[src/rtl/dmx_pkg.sv]
package dmx_pkg;
  // Target index encoding
  typedef enum logic [1:0] {
    TGT_RAM = 2'd0,
    TGT_PER = 2'd1,
    TGT_EXT = 2'd2,
    TGT_USB = 2'd3
  } tgt_e;

  localparam int NMST    = 2;
  localparam int MST_CPU = 0;
  localparam int MST_DMA = 1;
endpackage

[src/rtl/dmx_grant.sv]
module dmx_grant
  import dmx_pkg::*;
#(
  parameter int NSLV = 4,
  parameter int SW   = $clog2(NSLV)
) (
  input  logic                      clk,
  input  logic                      rst,
  input  logic [NMST-1:0]           req,
  input  logic [NMST-1:0][SW-1:0]   sel,
  input  logic [NSLV-1:0]           lock_vld,
  input  logic [NSLV-1:0]           lock_own,
  output logic [NMST-1:0]           gnt
);
  logic [NMST-1:0] blocked;
  logic            same_tgt;

  assign same_tgt = (sel[MST_CPU] == sel[MST_DMA]);

  // A master is blocked when its target is held by the other master
  // and that owner is still asking for it.
  always_comb begin
    for (int m = 0; m < NMST; m++) begin
      blocked[m] = lock_vld[sel[m]]
                && (lock_own[sel[m]] != 1'(m))
                && req[NMST-1-m]
                && same_tgt;
    end
  end

  always_comb begin
    gnt[MST_CPU] = req[MST_CPU] && !blocked[MST_CPU];
    gnt[MST_DMA] = req[MST_DMA] && !blocked[MST_DMA]
                && !(gnt[MST_CPU] && same_tgt);
  end

  AST_CPU_PRIORITY: assert property (@(posedge clk) disable iff (rst)
    (req[MST_CPU] && req[MST_DMA] && same_tgt && !lock_vld[sel[MST_CPU]])
      |-> (gnt[MST_CPU] && !gnt[MST_DMA]));

  AST_NO_SHARED_TARGET: assert property (@(posedge clk) disable iff (rst)
    !(gnt[MST_CPU] && gnt[MST_DMA] && same_tgt));
endmodule

[src/rtl/dmx_lock.sv]
module dmx_lock
#(
  parameter int NSLV = 4
) (
  input  logic            clk,
  input  logic            rst,
  input  logic [NSLV-1:0] slv_vld,
  input  logic [NSLV-1:0] slv_owner,
  input  logic [NSLV-1:0] slv_done,
  output logic [NSLV-1:0] lock_vld,
  output logic [NSLV-1:0] lock_own
);
  for (genvar s = 0; s < NSLV; s++) begin : g_lock
    always_ff @(posedge clk) begin
      if (rst) begin
        lock_vld[s] <= 1'b0;
        lock_own[s] <= 1'b0;
      end else begin
        lock_vld[s] <= slv_vld[s] && !slv_done[s];
        lock_own[s] <= slv_owner[s];
      end
    end
  end
endmodule

[src/rtl/dmx_route.sv]
module dmx_route
  import dmx_pkg::*;
#(
  parameter int NSLV = 4,
  parameter int SW   = $clog2(NSLV),
  parameter int AW   = 16,
  parameter int DW   = 32
) (
  input  logic                      clk,
  input  logic                      rst,
  input  logic [NMST-1:0]           gnt,
  input  logic [NMST-1:0][SW-1:0]   sel,
  input  logic [NMST-1:0][AW-1:0]   addr,
  input  logic [NMST-1:0][DW-1:0]   wdata,
  input  logic [NMST-1:0]           we,
  output logic [NMST-1:0]           m_done,
  output logic [NMST-1:0][DW-1:0]   m_rdata,
  output logic [NSLV-1:0]           slv_vld,
  output logic [NSLV-1:0]           slv_owner,
  output logic [NSLV-1:0]           slv_we,
  output logic [NSLV-1:0][AW-1:0]   slv_addr,
  output logic [NSLV-1:0][DW-1:0]   slv_wdata,
  input  logic [NSLV-1:0]           slv_done,
  input  logic [NSLV-1:0][DW-1:0]   slv_rdata
);
  for (genvar s = 0; s < NSLV; s++) begin : g_tgt
    logic hit_c, hit_d;
    assign hit_c = gnt[MST_CPU] && (sel[MST_CPU] == SW'(s));
    assign hit_d = gnt[MST_DMA] && (sel[MST_DMA] == SW'(s));

    assign slv_vld[s]   = hit_c || hit_d;
    assign slv_owner[s] = hit_d;
    assign slv_we[s]    = hit_d ? we[MST_DMA]    : (hit_c && we[MST_CPU]);
    assign slv_addr[s]  = hit_d ? addr[MST_DMA]  : addr[MST_CPU];
    assign slv_wdata[s] = hit_d ? wdata[MST_DMA] : wdata[MST_CPU];
  end

  for (genvar m = 0; m < NMST; m++) begin : g_ret
    assign m_done[m]  = gnt[m] && slv_done[sel[m]];
    assign m_rdata[m] = slv_rdata[sel[m]];
  end

  AST_ONE_DRIVER: assert property (@(posedge clk) disable iff (rst)
    $countones(slv_vld) == $countones(gnt));

  AST_DONE_NEEDS_VALID: assert property (@(posedge clk) disable iff (rst)
    m_done[MST_DMA] |-> slv_vld[sel[MST_DMA]] && slv_owner[sel[MST_DMA]]);
endmodule

[src/rtl/dual_master_xbar_arb.sv]
module dual_master_xbar_arb
  import dmx_pkg::*;
#(
  parameter int NSLV = 4,
  parameter int AW   = 16,
  parameter int DW   = 32,
  localparam int SW  = $clog2(NSLV)
) (
  input  logic               clk,
  input  logic               rst,
  input  logic               cpu_req,
  input  logic [SW-1:0]      cpu_sel,
  input  logic [AW-1:0]      cpu_addr,
  input  logic [DW-1:0]      cpu_wdata,
  input  logic               cpu_we,
  output logic               cpu_gnt,
  output logic               cpu_done,
  output logic [DW-1:0]      cpu_rdata,
  input  logic               dma_req,
  input  logic [SW-1:0]      dma_sel,
  input  logic [AW-1:0]      dma_addr,
  input  logic [DW-1:0]      dma_wdata,
  input  logic               dma_we,
  output logic               dma_gnt,
  output logic               dma_done,
  output logic [DW-1:0]      dma_rdata,
  output logic [NSLV-1:0]    slv_vld,
  output logic [NSLV-1:0]    slv_owner,
  output logic [NSLV-1:0]    slv_we,
  output logic [NSLV*AW-1:0] slv_addr,
  output logic [NSLV*DW-1:0] slv_wdata,
  input  logic [NSLV-1:0]    slv_done,
  input  logic [NSLV*DW-1:0] slv_rdata
);
  logic [NMST-1:0]          req, gnt, we, m_done;
  logic [NMST-1:0][SW-1:0]  sel;
  logic [NMST-1:0][AW-1:0]  addr;
  logic [NMST-1:0][DW-1:0]  wdata, m_rdata;
  logic [NSLV-1:0]          lock_vld, lock_own;

  assign req   = {dma_req, cpu_req};
  assign sel   = {dma_sel, cpu_sel};
  assign addr  = {dma_addr, cpu_addr};
  assign wdata = {dma_wdata, cpu_wdata};
  assign we    = {dma_we, cpu_we};

  dmx_grant #(.NSLV(NSLV), .SW(SW)) u_grant (
    .clk(clk), .rst(rst), .req(req), .sel(sel),
    .lock_vld(lock_vld), .lock_own(lock_own), .gnt(gnt)
  );

  dmx_route #(.NSLV(NSLV), .SW(SW), .AW(AW), .DW(DW)) u_route (
    .clk(clk), .rst(rst), .gnt(gnt), .sel(sel), .addr(addr),
    .wdata(wdata), .we(we), .m_done(m_done), .m_rdata(m_rdata),
    .slv_vld(slv_vld), .slv_owner(slv_owner), .slv_we(slv_we),
    .slv_addr(slv_addr), .slv_wdata(slv_wdata),
    .slv_done(slv_done), .slv_rdata(slv_rdata)
  );

  dmx_lock #(.NSLV(NSLV)) u_lock (
    .clk(clk), .rst(rst), .slv_vld(slv_vld), .slv_owner(slv_owner),
    .slv_done(slv_done), .lock_vld(lock_vld), .lock_own(lock_own)
  );

  assign cpu_gnt   = gnt[MST_CPU];
  assign dma_gnt   = gnt[MST_DMA];
  assign cpu_done  = m_done[MST_CPU];
  assign dma_done  = m_done[MST_DMA];
  assign cpu_rdata = m_rdata[MST_CPU];
  assign dma_rdata = m_rdata[MST_DMA];

  AST_DMA_KEEPS_TARGET: assert property (@(posedge clk) disable iff (rst)
    (dma_gnt && !dma_done) |=> (!dma_req || !$stable(dma_sel) || dma_gnt));

  AST_CPU_KEEPS_TARGET: assert property (@(posedge clk) disable iff (rst)
    (cpu_gnt && !cpu_done) |=> (!cpu_req || !$stable(cpu_sel) || cpu_gnt));

  AST_DMA_RESUMES: assert property (@(posedge clk) disable iff (rst)
    (cpu_done && dma_req && !dma_gnt && (cpu_sel == dma_sel))
      |=> (!dma_req || cpu_req || !$stable(dma_sel) || dma_gnt));
endmodule

[config.mk]
export PLATFORM = sky130hd
export DESIGN_NAME = dual_master_xbar_arb
export DESIGN_NICKNAME = d
export VERILOG_FILES = /design/src/rtl/dmx_pkg.sv /design/src/rtl/dmx_grant.sv /design/src/rtl/dmx_lock.sv /design/src/rtl/dmx_route.sv /design/src/rtl/dual_master_xbar_arb.sv
export SDC_FILE = /design/constraint.sdc
export NUM_CORES = 1
export LEC_CHECK = 0
export ABC_CLOCK_PERIOD_IN_PS = 11500
export CAP_MARGIN = 20
export CORE_AREA = 8 8 192 194
export DETAILED_ROUTE_END_ITERATION = 10
export DIE_AREA = 0 0 200 202
export HOLD_SLACK_MARGIN = 0.15
export SKIP_CTS_REPAIR_TIMING = 1
export SLEW_MARGIN = 25
export SYNTH_ARGS = -nofsm -noshare
export SYNTH_HDL_FRONTEND = slang
export SYNTH_SLANG_ARGS = --single-unit
export TNS_END_PERCENT = 100
[constraint.sdc]
create_clock -name clk -period 11.5 [get_ports clk]
set_input_delay 3.45 -clock clk [delete_from_list [all_inputs] [get_ports clk]]
set_output_delay 3.45 -clock clk [all_outputs]
set_load 0.01 [all_outputs]
Word-level counts from Yosys, hierarchy flattened. Index checks and enable logic that the tools add are counted.

RAM bits: 0. Memories: 0. Word-level logic and storage cells: 87. Bits in latches: 0. Register bits after elaboration: 8. Bits of input ports: 238. Bits in read-only memories: 0.

Muxes and demuxes: 28. $mul: 0. Divide/modulo/power cells: 0. Add/subtract/negate cells: 0. Bitwise gates (word level): 1. Reduce and logical (&&, ||, !) cells: 41. Magnitude comparators: 2. Shift-type cells: 0. Eq/ne operators: 7.

Operators with widths (count): 2-to-1 mux 32 bit (6); binary-select mux 32 bit (select 2 bit) (2); 2-to-1 mux 16 bit (4); logical AND 1 bit (28); binary-select mux 1 bit (select 2 bit) (6); 2-to-1 mux 1 bit (10); equality test 2 bit (second input constant) (4); logical NOT 1 bit (7); < comparator 2 x 3 -> 1 bit (second input constant) (2); equality test 2 x 1 -> 1 bit (second input constant) (2); logical NOT 2 bit (2); logical OR 1 bit (4); equality test 2 bit (1); NOT 1 bit (1).

Logic depth before layout (Yosys ltp). Gate-level depths: netlist of the first run.

Depth in word-level cells: 13. Gate-level depth with buffers: 7. Gate-level depth less buffers: 4.

Modules after synthesis. Synthesis of the first run repeated with hierarchy kept, for this count alone.

Cell total of the unflattened synthesis: 353. Area, all modules: 4396.7 µm².

Modules (own cells, without submodules): dmx_route (cells each 324, instances 1, area each 4083.9 µm²); dmx_lock (cells each 16, instances 1, area each 220.2 µm²); dmx_grant (cells each 13, instances 1, area each 92.6 µm²).

Worst setup path before layout of the first run. Ideal clock, no wire load.

Path type: in2out. Start: in cpu_sel[0]. End: out slv_addr[58]. Data required time: 8.050 ns. Setup slack: 2.963 ns. Cell stages on the path: 6. Path buffers: 3. Data arrival time: 5.087 ns. Path through: buf_2 -> mux4_2 -> buf_2 -> o2111ai_4 -> buf_6 -> mux2_1.

Longest elaborated chain between the ends: 12. Elaborated cells on any way between the ends: 18. Classes of those cells: 1 x eq/ne; 5 x mux; 12 x reduce/logical.

RTL lines: from (decl) (line dual_master_xbar_arb.sv:12) `input logic [SW-1:0] cpu_sel,`; binary-select mux 1 bit (select 2 bit) (on tied branches) (line dmx_grant.sv:24, dmx_grant.sv:25); 2-to-1 mux 1 bit (on tied branches) (line dmx_grant.sv:24, dmx_grant.sv:25); logical AND 1 bit (line dmx_grant.sv:25) `&& (lock_own[sel[m]] != 1'(m))`; logical AND 1 bit (line dmx_grant.sv:26) `&& req[NMST-1-m]`; logical AND 1 bit (line dmx_grant.sv:27) `&& same_tgt;`; logical NOT 1 bit (line dmx_grant.sv:32) `gnt[MST_CPU] = req[MST_CPU] && !blocked[MST_CPU];`; logical AND 1 bit (line dmx_grant.sv:32); logical AND 1 bit (line dmx_grant.sv:34) `&& !(gnt[MST_CPU] && same_tgt);`; logical NOT 1 bit (line dmx_grant.sv:34); logical AND 1 bit (*) (line dmx_grant.sv:34); logical AND 1 bit (*) (line dmx_route.sv:29) `assign hit_d = gnt[MST_DMA] && (sel[MST_DMA] == SW'(s));`; 2-to-1 mux 16 bit (*) (line dmx_route.sv:34) `assign slv_addr[s] = hit_d ? addr[MST_DMA] : addr[MST_CPU];`; to (decl) (line dual_master_xbar_arb.sv:30) `output logic [NSLV*AW-1:0] slv_addr,`.

Every way passes the cells marked *; elsewhere a longest branch is shown, timed or not. The select of a mux whose other input is x is not followed.

Worst setup path after layout of the first run.
Start: in cpu_sel[1]. End: out slv_wdata[47].

Longest elaborated chain between the ends: 12. Elaborated cells on any way between the ends: 18. Classes of those cells: 1 x eq/ne; 5 x mux; 12 x reduce/logical.

RTL lines: binary-select mux 1 bit (select 2 bit) (on tied branches) (line dmx_grant.sv:24, dmx_grant.sv:25); 2-to-1 mux 1 bit (on tied branches) (line dmx_grant.sv:24, dmx_grant.sv:25); logical AND 1 bit (line dmx_grant.sv:25); logical AND 1 bit (line dmx_grant.sv:26); logical AND 1 bit (line dmx_grant.sv:27); logical NOT 1 bit (line dmx_grant.sv:32); logical AND 1 bit (line dmx_grant.sv:32); logical AND 1 bit (line dmx_grant.sv:34); logical NOT 1 bit (line dmx_grant.sv:34); logical AND 1 bit (*) (line dmx_grant.sv:34); logical AND 1 bit (*) (line dmx_route.sv:29); 2-to-1 mux 32 bit (*) (line dmx_route.sv:35) `assign slv_wdata[s] = hit_d ? wdata[MST_DMA] : wdata[MST_CPU];`; to (decl) (line dual_master_xbar_arb.sv:31) `output logic [NSLV*DW-1:0] slv_wdata,`.

Marked as above.

==> results of run 1 <==
-- cells by family after synthesis --
| group | Yosys count | synth area share, % |
|---|---|---|
| XOR/XNOR | 2 | 0.389 |
| multiplexers | 259 | 81.5 |
| buffers and inverters | 50 | 6.80 |
| AO/OA/AOI/OAI | 16 | 3.33 |
| AND/OR/NAND/NOR | 36 | 4.44 |
| flip-flops | 8 | 3.55 |
-- cell type report --
cell class	count	area, um^2	share of cell area, %
antenna	4	10.0	0.0994
clock buffer	3	75.1	0.746
inverter	6	22.5	0.224
multi-input combinational	313	4070	40.4
sequential	8	160	1.59
tap	455	569	5.65
timing repair buffer	518	5170	51.3
-- critical path, delay by kind of cell --
family	cells	cell delay, ns
compound gates	1	0.41
buf+inv	4	1.64
mux	2	0.95
-- cell usage after synthesis --
master     number  area, um^2
o2111ai_4       1        26.3
o211ai_2        3        37.5
a41oi_1         1        8.76
and2_1          5        31.3
nor4_1          1        6.26
clkbuf_1        5        18.8
nand2_1        10        37.5
buf_4          19         143
and3_1          2        12.5
o2111ai_1       2        17.5
buf_1           7        26.3
mux4_2         67        1510
nand4b_1        1        8.76
dfxtp_1         8         160
nand2b_1        1        6.26
o21ai_1         1        5.00
inv_1           6        22.5
and3b_1         2        17.5
nor2b_1         3        18.8
nor3b_1         2        15.0
nor3_1          1        5.00
nor2_1          2        7.51
nand3_1         4        20.0
xnor2_1         2        17.5
mux2_1         19         214
o22ai_1         4        25.0
a211oi_1        4        30.0
nand4_1         1        6.26
buf_6           5        56.3
mux2_2        173        1950
buf_2           8        40.0
nand3b_1        1        7.51
-- flip-flops by register name (all words and copies together) (netlist names) --
signal / count
u_lock.lock_vld: 4
u_lock.lock_own: 4
-- per-layer routing --
metal / share of wire [%] / vias to the layer above
met5: 0 / -
met4: 2.3 / 0
met3: 11 / 31
met2: 50 / 363
met1: 37 / 2646
li1: - / 2493
-- power by group through the flow --
stage                     combinational, uW  clock, uW  sequential (uW)
after global routing                    476       61.6             29.1
after global placement                  454          0             29.4
final                                   449       58.7             29.0
after floorplan                         172          0             29.3
after CTS                               457       59.5             29.0
after detailed placement                454          0             29.5
-- through the flow --
stage                     utilization, %  hold slack (ns)
after floorplan                        -            0.797
after CTS                           29.6            0.912
final                               29.7            0.915
after global routing                29.7            0.982
after global placement              29.4            0.907
after detailed placement            29.4            0.904
-- worst paths after layout --
check	to	depth (start not counted)
worst max-delay path	slv_wdata[47]	7
worst min-delay path	u_lock.lock_vld[3]	4
worst max register to register	u_lock.lock_vld[1]	5
worst min register to register	u_lock.lock_vld[3]	4
==> results.toml, run 1 <==
[power_and_ir_drop]
p_seq_share_pct = 5.4
power_switching_uw = 186
internal_power_uw = 351
ir_drop_mv = 0.0440
comb_power_share_pct = 83.7
power_leakage_uw = 0.00355
clkPwrFrac_pct = 10.9
total_power_uw = 537
switching_share_pct = 34.6
powerDensity_mw_per_mm2 = 53.3

[yosys]
syn_inst = 371
synth_fp_nets = 609
yosysWarnings = 0
syn-cell-area_mm2 = 0.00451
seq_area_frac_synth_pct = 3.55
synth_cell_types = 32
yosys_register_bits = 8
syn_area_per_cell_um2 = 12.1

[global_route]
grt_use_met2_pct = 24.4
grt_overflow = 0
grt_util_all_layers_pct = 13.5
grt_busiest_layer = "met2"
grt_pass1_wl_um = 41700
met1_usage_pct = 14.8
grt_pass1_vias = 6071
antenna_found_initial = 6
grt_max_degree = 52
use_met3_pct = 4.26

[layout]
stdcell_area_mm2 = 0.0101
mostFrequentLayoutCell = "clkdlybuf4s50_1"
fillers = 3458
layout_common_cells = "clkdlybuf4s50_1, mux2_2, mux4_2"
instances_no_fill = 1307
syn_to_final_growth_pct = 123
drive_above_1_share_pct = 30.7
layout.nets = 1088

[place]
dpl_worst_slack_ns = 1.48
placed_area_mm2 = 0.00998
portBuffers = 509
dp_hpwl_um = 25500
place_inst = 1300
place_congestion = 0.856

[setup_path]
path_cells = "buf_2, buf_4, mux4_2, o211ai_4, buf_4, mux2_2, clkdlybuf4s50_1"
cp_common_cell = "buf_4"
crit_start = "cpu_sel[1]"
cp-start-kind = "primary input"
rrSetupSlack_ns = 9.14
path_max_fanout = 45
crit_arrival_ns = 6.54
path_class = "primary input to output pin"
cp.required_ns = 8.05
critPathCaptureType = "output pin"
slowest_stage = "buf_4"
slowest_delay_ns = 0.57
timing.rr.start = "u_lock.lock_own[3]"

[sta]
slew-limit-headroom_pct = 51.5
rsz0062_at_grt = "false"
setup-violations-final = 0
worst_pin_slew_ns = 0.728
period_minus_slack_ns = 9.99
fin_ws_ns = 1.51
fmax_mhz = 100
post-route-period-util_pct = 86.9
finalClockSkew_ns = 0.00110
final_max_slew_viol_count = 0
hold_viol_final = 0
finalSetupTns_ns = 0

[drt]
dr.pass1.iters = 4
dr_total_vias = 5533
ant_nets = 0
drc_errors = 0
vias_per_cell = 4.23
drt_iter0_drc = 145
wire_per_inst_um = 22.8
wl_um = 29800

[clock_tree]
cts.sinks = 8
ctsHtreeMaxLevel = 1
clk_latency_ns = 0.23
clkTransAtPathRegs_ns = 0.04
numCtsBuffers = 3
cts_buffer_depth = 2
cts_tree = "built"
cts-root-buf = "clkbuf_16"

[floorplan]
die_w_um = 200
core_region_area_mm2 = 0.0339
die_area_mm2 = 0.0404
start_util_pct = 13.3
ios = 510
die_y_um = 202
num_rows = 68

[worst_hold_path]
worstHoldStart = "u_lock.lock_own[1]"
min_path_type = "register to register"

[job]
maxCapViolations = 0

[outcome]
outcome = "finished, final reports clean"
Power figures use the tool's default switching activity.
==> run 2: changes to the inputs <==
--- a/config.mk
+++ b/config.mk
@@ -10,6 +10,7 @@
 export CORE_AREA = 8 8 192 194
 export DETAILED_ROUTE_END_ITERATION = 10
 export DIE_AREA = 0 0 200 202
+export GPL_TIMING_DRIVEN = 0
 export HOLD_SLACK_MARGIN = 0.15
 export SKIP_CTS_REPAIR_TIMING = 1
 export SLEW_MARGIN = 25
==> run 2 against run 1 <==
Net effect:
- routed wire length rose by 8.0%
- cell count rose by 2.4%
- critical path depth did not move
- critical endpoint is now slv_wdata[76]
- highest routed layer unchanged
==> results.toml, run 2 (synthesized netlist as in run 1, its figures left out) <==
[drt]
dr_wl_met2_um = 16300
drt_iter0_drc = 230
dr.pass1.iters = 4
drc_errors = 0
dr_total_vias = 5682
routedLengthMet1_um = 11500
wl_met3_um = 3770
vias_per_cell = 4.24
top_layer = "met4"
ant_nets = 0
wl_um = 32200
wire_per_inst_um = 24.0

[setup_path]
critPathCaptureType = "output pin"
cp.required_ns = 8.05
path_max_fanout = 10
crit_arrival_ns = 6.54
cp-start-kind = "primary input"
path_class = "primary input to output pin"

[clock_tree]
clk_latency_ns = 0.23
cts-root-buf = "clkbuf_16"
clkTransAtPathRegs_ns = 0.04
numCtsBuffers = 3
cts_buffer_depth = 2
ctsHtreeMaxLevel = 1
cts.sinks = 8
cts_tree = "built"

[layout]
layout.nets = 1120
stdcell_area_mm2 = 0.0102
syn_to_final_growth_pct = 127
fillers = 3480
largestRegisters = "u_lock.lock_own: 4 flops, u_lock.lock_vld: 4 flops"
final_core_util_pct = 30.1
mostFrequentLayoutCell = "clkdlybuf4s50_1"
layout_common_cells = "clkdlybuf4s50_1, mux2_2, mux4_2"
drive_above_1_share_pct = 31.8
instances_no_fill = 1339

[power_and_ir_drop]
powerDensity_mw_per_mm2 = 53.2
power_leakage_uw = 0.00365
ir_drop_mv = 0.0382

[place]
dpl_worst_slack_ns = 1.37
place_congestion = 0.883
dp_hpwl_um = 28000
placed_area_mm2 = 0.0101
portBuffers = 506
place_inst = 1332

[sta]
post-route-period-util_pct = 86.9
slew-limit-headroom_pct = 41.6
period_minus_slack_ns = 9.99
setup-violations-final = 0
finalClockSkew_ns = 0.000699
fmax_mhz = 100
finalSetupTns_ns = 0
final_max_slew_viol_count = 0
worst_pin_slew_ns = 0.876
rsz0062_at_grt = "false"
hold_viol_final = 0
fin_ws_ns = 1.51

[global_route]
grt_util_all_layers_pct = 14.7
grt_pass1_wl_um = 44600
grt_max_degree = 11
grt_pass1_vias = 6402
antenna_found_initial = 3
grt_overflow = 0

[floorplan]
ios = 510
core_region_area_mm2 = 0.0339
die_area_mm2 = 0.0404
die_w_um = 200
num_rows = 68
die_y_um = 202
start_util_pct = 13.3

[outcome]
outcome = "finished, final reports clean"

[worst_hold_path]
min_path_type = "register to register"

[job]
maxCapViolations = 0
==> run 2: changes by cell type in the layout (fill, tap and decap cells not counted), sizes merged <==
cell	change
clkdlybuf4s50	+1
clkbuf	+6
buf	+25
==> run 2: metrics by stage <==
step / power [uW] / hold WS [ns]
finish: 544 / 0.928
global route: 574 / 0.991
CTS: 553 / 0.923
detailed placement: 490 / 0.912
global placement: 489 / 0.886
floorplan: 201 / 0.797
==> run 2: area by class of cell <==
class / count / area [um^2] / area share (%)
flip-flops and latches: 8 / 160 / 1.57
well taps: 455 / 569 / 5.57
diodes: 4 / 10.0 / 0.0979
clock buffers: 3 / 75.1 / 0.734
multi-input cells: 313 / 4040 / 39.5
plain buffers: 44 / 285 / 2.79
inverters: 6 / 22.5 / 0.220
repair buffers: 506 / 5060 / 49.5
==> run 2: metal layers <==
layer	vias to the layer above	global-route usage, %
li1	2554	-
met1	2731	15.5
met2	369	26.8
met3	28	5.49
met4	0	3.73
met5	-	0
==> run 2: worst max-delay path, cell delays in order <==
cell and delay (ns):
clkdlybuf4s50_1 0.57, xnor2_1 0.36, nand3_1 0.32, o211ai_2 0.61, buf_4 0.32, mux2_2 0.35
clkdlybuf4s50_1 0.55
==> run 2: power breakdown <==
part           internal (uW)  leakage (uW)  total, uW  switching, uW
Combinational            282       0.00355        457            175
Sequential              28.7     0.0000650       29.1          0.386
Clock                   44.9     0.0000370       58.8           13.9
==> run 2: path summary, 6_finish.rpt <==
| kind | depth (start not counted) | end | startpoint | slack, ns |
|---|---|---|---|---|
| min | 4 | u_lock.lock_vld[0] | u_lock.lock_vld[0] | 0.93 |
| min reg2reg | 4 | u_lock.lock_vld[0] | u_lock.lock_vld[0] | 0.93 |
| max reg2reg | 6 | u_lock.lock_vld[0] | u_lock.lock_own[3] | 9.30 |
| max | 7 | slv_wdata[76] | cpu_sel[1] | 1.51 |
==> run 3: changes to the inputs <==
--- a/config.mk
+++ b/config.mk
@@ -10,7 +10,6 @@
 export CORE_AREA = 8 8 192 194
 export DETAILED_ROUTE_END_ITERATION = 10
 export DIE_AREA = 0 0 200 202
-export GPL_TIMING_DRIVEN = 0
 export HOLD_SLACK_MARGIN = 0.15
 export SKIP_CTS_REPAIR_TIMING = 1
 export SLEW_MARGIN = 25
==> results of run 3 <==
Final layout, timing and power as in run 1 (identical DEF).
